==> src/rtl/iso_pkg.sv <==
package iso_pkg;

    typedef struct packed {
        logic load1;
        logic load0;
        logic pick_hi;
        logic pick_lo;
        logic pick0;
    } iso_ctrl_t;

    typedef enum logic {
        ST_IDLE   = 1'b0,
        ST_ACTIVE = 1'b1
    } iso_mode_t;

endpackage

==> src/rtl/iso_activation.sv <==
module iso_activation
    import iso_pkg::*;
#(
    parameter int W = 8
) (
    input  logic      clk,
    input  logic      rst_n,
    input  iso_ctrl_t ctrl_i,
    input  logic [W-1:0] alt0_i,
    input  logic [W-1:0] alt1_i,
    input  logic [W-1:0] alt2_i,
    output logic      act_o,
    output iso_ctrl_t ctrl_q,
    output logic [W-1:0] alt0_q,
    output logic [W-1:0] alt1_q,
    output logic [W-1:0] alt2_q
);

    iso_mode_t mode_next;

    always_comb begin
        mode_next = ST_IDLE;
        if ((ctrl_i.load0 && !ctrl_i.pick0) ||
            (ctrl_i.load1 && !ctrl_i.pick_lo && !ctrl_i.pick_hi))
            mode_next = ST_ACTIVE;
    end

    always_comb begin
        unique case (mode_next)
            ST_ACTIVE: act_o = 1'b1;
            ST_IDLE:   act_o = 1'b0;
            default:   act_o = 1'b0;
        endcase
    end

    always_ff @(posedge clk or negedge rst_n) begin
        if (!rst_n) begin
            ctrl_q <= '0;
            alt0_q <= '0;
            alt1_q <= '0;
            alt2_q <= '0;
        end else begin
            ctrl_q <= ctrl_i;
            alt0_q <= alt0_i;
            alt1_q <= alt1_i;
            alt2_q <= alt2_i;
        end
    end

endmodule

==> src/rtl/iso_hold.sv <==
module iso_hold #(
    parameter int W     = 8,
    parameter int CNT_W = 16
) (
    input  logic             clk,
    input  logic             rst_n,
    input  logic             act_i,
    input  logic [W-1:0]     a_i,
    input  logic [W-1:0]     b_i,
    output logic [W-1:0]     a_q,
    output logic [W-1:0]     b_q,
    output logic [CNT_W-1:0] tog_o
);

    localparam int HW = $clog2(2*W+1);

    function automatic logic [HW-1:0] ones(input logic [W-1:0] v);
        logic [HW-1:0] n;
        n = '0;
        for (int i = 0; i < W; i++) n = n + HW'(v[i]);
        return n;
    endfunction

    logic [CNT_W-1:0] delta;

    always_comb begin
        delta = CNT_W'(ones(a_i ^ a_q)) + CNT_W'(ones(b_i ^ b_q));
    end

    always_ff @(posedge clk or negedge rst_n) begin
        if (!rst_n) begin
            a_q   <= '0;
            b_q   <= '0;
            tog_o <= '0;
        end else if (act_i) begin
            a_q   <= a_i;
            b_q   <= b_i;
            tog_o <= tog_o + delta;
        end
    end

    a_r6_operands_frozen: assert property (@(posedge clk) disable iff (!rst_n)
        !act_i |=> ($stable(a_q) && $stable(b_q)));

    a_r6_count_frozen: assert property (@(posedge clk) disable iff (!rst_n)
        !act_i |=> $stable(tog_o));

endmodule

==> src/rtl/iso_dest.sv <==
module iso_dest
    import iso_pkg::*;
#(
    parameter int W = 8
) (
    input  logic         clk,
    input  logic         rst_n,
    input  iso_ctrl_t    ctrl_q,
    input  logic [W-1:0] sum_i,
    input  logic [W-1:0] alt0_q,
    input  logic [W-1:0] alt1_q,
    input  logic [W-1:0] alt2_q,
    output logic [W-1:0] r0_o,
    output logic [W-1:0] r1_o
);

    logic [W-1:0] r0_src, r1_inner, r1_src;

    always_comb begin
        r0_src   = ctrl_q.pick0   ? alt0_q : sum_i;
        r1_inner = ctrl_q.pick_lo ? alt1_q : sum_i;
        r1_src   = ctrl_q.pick_hi ? alt2_q : r1_inner;
    end

    always_ff @(posedge clk or negedge rst_n) begin
        if (!rst_n) begin
            r0_o <= '0;
            r1_o <= '0;
        end else begin
            if (ctrl_q.load0) r0_o <= r0_src;
            if (ctrl_q.load1) r1_o <= r1_src;
        end
    end

    a_r5_r0_holds: assert property (@(posedge clk) disable iff (!rst_n)
        !ctrl_q.load0 |=> $stable(r0_o));

    a_r5_r1_holds: assert property (@(posedge clk) disable iff (!rst_n)
        !ctrl_q.load1 |=> $stable(r1_o));

    a_r3_alt0_taken: assert property (@(posedge clk) disable iff (!rst_n)
        (ctrl_q.load0 && ctrl_q.pick0) |=> (r0_o == $past(alt0_q)));

    a_r4_alt2_priority: assert property (@(posedge clk) disable iff (!rst_n)
        (ctrl_q.load1 && ctrl_q.pick_hi) |=> (r1_o == $past(alt2_q)));

endmodule

==> src/rtl/iso_adder_dp.sv <==
module iso_adder_dp
    import iso_pkg::*;
#(
    parameter int W     = 8,
    parameter int CNT_W = 16
) (
    input  logic             clk,
    input  logic             rst_n,
    input  logic [W-1:0]     opa,
    input  logic [W-1:0]     opb,
    input  logic             r0_pick,
    input  logic             r1_pick_lo,
    input  logic             r1_pick_hi,
    input  logic             r0_ld,
    input  logic             r1_ld,
    input  logic [W-1:0]     alt0,
    input  logic [W-1:0]     alt1,
    input  logic [W-1:0]     alt2,
    output logic [W-1:0]     r0_q,
    output logic [W-1:0]     r1_q,
    output logic [CNT_W-1:0] toggle_cnt
);

    iso_ctrl_t    ctrl_in, ctrl_q;
    logic         act;
    logic [W-1:0] alt0_q, alt1_q, alt2_q;
    logic [W-1:0] a_hold, b_hold, sum;

    always_comb begin
        ctrl_in.load1   = r1_ld;
        ctrl_in.load0   = r0_ld;
        ctrl_in.pick_hi = r1_pick_hi;
        ctrl_in.pick_lo = r1_pick_lo;
        ctrl_in.pick0   = r0_pick;
    end

    iso_activation #(.W(W)) u_act (
        .clk(clk), .rst_n(rst_n), .ctrl_i(ctrl_in),
        .alt0_i(alt0), .alt1_i(alt1), .alt2_i(alt2),
        .act_o(act), .ctrl_q(ctrl_q),
        .alt0_q(alt0_q), .alt1_q(alt1_q), .alt2_q(alt2_q)
    );

    iso_hold #(.W(W), .CNT_W(CNT_W)) u_hold (
        .clk(clk), .rst_n(rst_n), .act_i(act),
        .a_i(opa), .b_i(opb), .a_q(a_hold), .b_q(b_hold),
        .tog_o(toggle_cnt)
    );

    always_comb sum = a_hold + b_hold;

    iso_dest #(.W(W)) u_dest (
        .clk(clk), .rst_n(rst_n), .ctrl_q(ctrl_q), .sum_i(sum),
        .alt0_q(alt0_q), .alt1_q(alt1_q), .alt2_q(alt2_q),
        .r0_o(r0_q), .r1_o(r1_q)
    );

    a_r2_r0_takes_sum: assert property (@(posedge clk) disable iff (!rst_n)
        (r0_ld && !r0_pick) |=> ##1 (r0_q == $past(a_hold + b_hold)));

    a_r8_both_equal: assert property (@(posedge clk) disable iff (!rst_n)
        (r0_ld && !r0_pick && r1_ld && !r1_pick_lo && !r1_pick_hi) |=> ##1 (r0_q == r1_q));

endmodule

==> config.mk <==
export PLATFORM = sky130hd
export DESIGN_NAME = iso_adder_dp
export DESIGN_NICKNAME = d
export VERILOG_FILES = /design/src/rtl/iso_pkg.sv /design/src/rtl/iso_activation.sv /design/src/rtl/iso_hold.sv /design/src/rtl/iso_dest.sv /design/src/rtl/iso_adder_dp.sv
export SDC_FILE = /design/constraint.sdc
export NUM_CORES = 1
export LEC_CHECK = 0
export BUFFER_PORTS_ARGS = -buffer_cell sky130_fd_sc_hd__buf_2
export CORE_MARGIN = 5
export CORE_UTILIZATION = 50
export CTS_CLUSTER_SIZE = 40
export DETAILED_ROUTE_END_ITERATION = 8
export GPL_TIMING_DRIVEN = 0
export PLACE_DENSITY = 0.74
export REMOVE_ABC_BUFFERS = 1
export SETUP_SLACK_MARGIN = 0.3
export SKIP_CTS_REPAIR_TIMING = 1
export SLEW_MARGIN = 20
export SYNTH_ARGS = -nofsm -noshare
export SYNTH_HDL_FRONTEND = slang
export SYNTH_SLANG_ARGS = --single-unit
==> constraint.sdc <==
create_clock -name clk -period 10.7 [get_ports clk]
set_input_delay 2.675 -clock clk [delete_from_list [all_inputs] [get_ports clk]]
set_output_delay 2.675 -clock clk [all_outputs]
set_load 0.02 [all_outputs]
# Yosys cells after proc, flatten, opt, wreduce, memory -nomap -nowiden
# Cells that the tools add are included.
# Widths: inputs -> output; s select.
# op_classes
n_addsub	17
n_mux	5
n_bitwise	3
reduce_logical	7
# ops
op	count
$add 5x1->5	12
$mux 8	3
$add 16x16->16	1
$xor 8x8->8	2
$add 8x8->8	1
$add 5x5->6	1
$add 1x1->2	2
$logic_and 1x1->1	3
$logic_not 1->1	3
$pmux 1 s2	1
$logic_or 1x1->1	1
$mux 1	1
$not 1->1	1
# word_totals
regBits	77
input_bits	47
out_inout_bits	32
word_cells	45

# Logic depth before layout (Yosys ltp)
# depth
ltp_word	10
ltp_mapped	18
mapped_depth_nobuf	18

# Hierarchy
# From an unflattened synthesis, not the netlist that was laid out.
# unflattened
hier_cells	306
area_unflattened_um2	3822.4
# modules_own_cells
module	n_inst	cells_per_inst	area_each_um2	seq_area_each_um2
iso_hold	1	153	1866.8	800.8
iso_dest	1	80	895.9	400.4
iso_activation	1	32	749.5	725.7
iso_adder_dp	1	41	310.3	0.0

# Least setup slack after synthesis
# No wires, ideal clock.
# synth_path
path_kind	input-to-reg
start	input opb[0]
end	register u_hold.tog_o[14]
setup_ns	0.131
arrival_ns	6.943
required_ns	10.569
path_slack_ns	3.626
cell_stages	15
path_buffers	0
path_cell_list	xor2_1 ha_1 fa_1 inv_1 fa_1 fa_1 fa_1 inv_1 fa_1 fa_1 a211oi_1 nor2_1 o21bai_1 nor2_1 xor2_1
# synth_between
elab_chain_cells	10
# synth_rtl
element	line_no	rtl
from (decl)	iso_adder_dp.sv:10	input logic [W-1:0] opb,
$xor 8x8->8	iso_hold.sv:27	delta = CNT_W'(ones(a_i ^ a_q)) + CNT_W'(ones(b_i ^ b_q));
$add 1x1->2	iso_hold.sv:20	for (int i = 0; i < W; i++) n = n + HW'(v[i]);
$add 5x1->5 (6 in series)	iso_hold.sv:20	
$add 5x5->6	iso_hold.sv:27	
$add 16x16->16	iso_hold.sv:38	tog_o <= tog_o + delta;
to (signal assigned)	iso_hold.sv:38	
to (decl)	iso_hold.sv:12	output logic [CNT_W-1:0] tog_o
# Every way passes these cells.
# A chain may end at the register's enable or synchronous reset.

# Final worst setup path
# layout_path
start	input opa[0]
end	register u_hold.tog_o[14]
# layout_between
elab_chain_cells	10
# layout_rtl
element	line_no	rtl
from (decl)	iso_adder_dp.sv:9	input logic [W-1:0] opa,
$xor 8x8->8	iso_hold.sv:27	
$add 1x1->2	iso_hold.sv:20	
$add 5x1->5 (6 in series)	iso_hold.sv:20	
$add 5x5->6	iso_hold.sv:27	
$add 16x16->16	iso_hold.sv:38	
# Every way passes these cells.

==> key figures <==
Logic synthesis
  • Synthesized flop and latch total: 77
  • Most frequent cells after synthesis: dfrtp_1 (77), nor2_1 (28), ha_1 (22)
  • Area contributors post-synth: dfrtp_1 (49%), ha_1 (7.0%), fa_1 (5.6%), mux2_2 (5.4%), xor2_1 (4.4%)
  • Most frequent cell after synthesis: dfrtp_1
  • Yosys warning count: 0
  • Leading area contributor after synthesis: dfrtp_1
  • Main flop type after synthesis: dfrtp_1
  • Mapped Area: 0.00395 mm2
  • Cell variety after synth: 40
  • Seq/Total Area, Yosys: 0.488
  • Mapped Cells: between 300 and 400
  • Avg Cell Area, Syn: around 11 um2
  • EDFF count, synth: 0
  • Top cell type's share of synthesized area: 0.488
  • Synth async-reset ratio: 1.00

Pwr
  • Overall power: ~0.0014 W
  • VDD IR-drop max: 0.000308 V
  • Pleak: between 2 and 2.5 nW
  • Cell Pwr Density: between 300 and 400 mW/mm2

Clocking
  • CTS H-tree lvls: 3
  • CTS max path bufs: 2
  • CTS tree: yes
  • Root Buffer Master: clkbuf_8
  • CTS Buf Count: 9
  • Worst-Skew Late Latency: 0.35 ns
  • Sink Count: 77
  • Clock Pin Slew Worst Setup and Hold Paths: about 0.070 ns

Timing
  • Fin. Hold Viols: 0
  • Final Critical Period: between 7 and 8 ns
  • Max frequency: roughly 0.14 GHz
  • Pin slew with the least headroom to its limit: ~0.87 ns
  • Tcrit/Tclk final: 0.672
  • Setup_tns: 0 ns
  • Hold WS: about 0.47 ns
  • Slew headroom: 0.417
  • Finish-stage setup viols: 0
  • Setup ws final: between 3 and 4 ns
  • RSZ-0062 raised after global routing: no
  • Fin. max-slew vios: 0
  • Final setup skew: roughly 0.013 ns

Layout
  • Area Overhead vs Synth: 17.3%
  • Antenna cells: 0
  • Final instance area: 0.00464 mm2
  • Layout cell share with drive strength beyond 1: 0.280
  • Layout Nets: a little over 500

Critical path
  • Critical path endpoint category: flop
  • WS Path Type: input port to flop
  • Worst R2R Path Depth: 15
  • RR Startpoint: u_hold.a_q[0]
  • Startpoint Class: input port
  • Reg2reg end: u_hold.tog_o[14]
  • Crit path arrival time: between 7 and 8 ns
  • Worst EP required: ~11 ns
  • Crit path max fanout: 4
  • FF-to-FF setup slack: 5.53 ns

Floorplan
  • Core area: roughly 0.0077 mm2
  • Die X: a little under 100 um
  • Die area: 0.00978 mm2
  • Die Y: just under 100 um
  • Initial Utilization: 0.511
  • # IOs: between 70 and 80
  • Row cnt: 32

Detailed routing
  • Wirelength per Cell: 15.3 um
  • Routed Antenna Nets: 0
  • Vias per cell: 5.19
  • Vias: ~2.8k
  • # DRC: 0
  • First-pass DRT Iterations: 5
  • Initial DRC Count: 48
  • Wirelength, routed: a little over 8 mm

Global routing
  • Vias in the first global route: 2920
  • Grt total ovfl: 0
  • Global-route wire length before repair: roughly 14 mm
  • Pin count of the biggest net entering global routing: 50
  • Total GRT Usage: 0.177
  • Initial antenna violation count: 0

Worst hold path
  • Hold depth: 1
  • Hold path start: u_hold.tog_o[15]
  • Tightest Hold Check Type: flop to flop
  • Min-Delay Endpoint: u_hold.tog_o[15]

Job
  • MaxCap Viol Count: 0

Placed design
  • Worst slack, placed: 3.19 ns
  • Post-DP HPWL: roughly 6.2 mm
  • Port Buffers: 78
  • Gpl congestion: 0.797
  • Placed cell areas: ~0.0045 mm2

Run status
  • Outcome: completed
## how the worst max path moves through the flow
| stage | end | startpoint | slack (ns) |
|---|---|---|---|
| 2_1_floorplan | u_hold.tog_o[14] | opb[0] | 3.63 |
| 3_3_place_gp | u_hold.tog_o[14] | opb[0] | 3.20 |
| 3_5_place_dp | u_hold.tog_o[12] | opb[0] | 3.19 |
| 4_1_cts | u_hold.tog_o[14] | opa[0] | 3.47 |
| 5_1_grt | u_hold.tog_o[10] | opa[0] | 3.26 |
| 6_report | u_hold.tog_o[14] | opa[0] | 3.51 |
## layer usage
metal,GRT usage,share of wire,wire [um]
met3,0.0531,0.052,419
met5,0,0,0
met1,0.229,0.45,3630
met4,0.0641,0.020,160
met2,0.282,0.48,3920
## power by group
part | switching, W | internal (W) | total [W]
Sequential | 0.0000392 | 0.000338 | 0.000377
Clock | 0.000111 | 0.0000897 | 0.000201
Combinational | 0.000448 | 0.000394 | 0.000842
Total | 0.000598 | 0.000822 | 0.00142
## worst max-delay path, stage by stage
cell	delay (ns)
buf_2	0.11
xor2_1	0.17
ha_1	0.32
fa_1	0.54
inv_1	0.05
fa_1	0.51
fa_1	0.48
fa_1	0.50
inv_1	0.07
fa_1	0.51
fa_1	0.47
a211oi_1	0.29
nor2_1	0.12
o21bai_1	0.32
nor2_1	0.12
xor2_1	0.15
## layout make-up
class | instances | area [um2]
Fill cell | 669 | 3090
Clock buffer | 10 | 138
Sequential cell | 77 | 1930
Multi-Input combinational cell | 237 | 1910
Tap cell | 102 | 128
Timing Repair Buffer | 79 | 420
Clock inverter | 5 | 35.0
Inverter | 21 | 78.8
## sequential cells by signal, summed over array words and instances, names as in the netlist
name,cells
u_act.ctrl_q,5
u_act.alt0_q,8
u_dest.r0_o,8
u_hold.a_q,8
u_act.alt2_q,8
u_hold.tog_o,16
u_dest.r1_o,8
u_hold.b_q,8
u_act.alt1_q,8
## kinds of logic (layout without fill, tap and decap cells)
group / count (synthesis) / count (layout) / share of synthesized area
mux: 26 / 26 / 0.0719
xor+xnor: 38 / 38 / 0.0842
compound gates: 64 / 64 / 0.108
simple gates: 76 / 76 / 0.0941
buf+inv: 30 / 115 / 0.0291
flops: 77 / 77 / 0.488
fa+ha+maj: 33 / 33 / 0.125
## stage by stage
step | cells | utilization
2_1_floorplan | 335 | -
3_3_place_gp | 515 | 0.574
3_5_place_dp | 516 | 0.578
4_1_cts | 531 | 0.600
5_1_grt | 531 | 0.600
6_report | 531 | 0.600
## layout by cell type, fill, tap and decap left out, drive strengths merged, types with 10 or more instances in the layout
cell and instances:
dfrtp 77, a21oi 17, xor2 20, nor2 29, fa 11, inv 22
nand2 18, ha 22, o21ai 14, clkbuf 10, mux2 19, buf 79
xnor2 18
(Power assumes the default switching activity.)
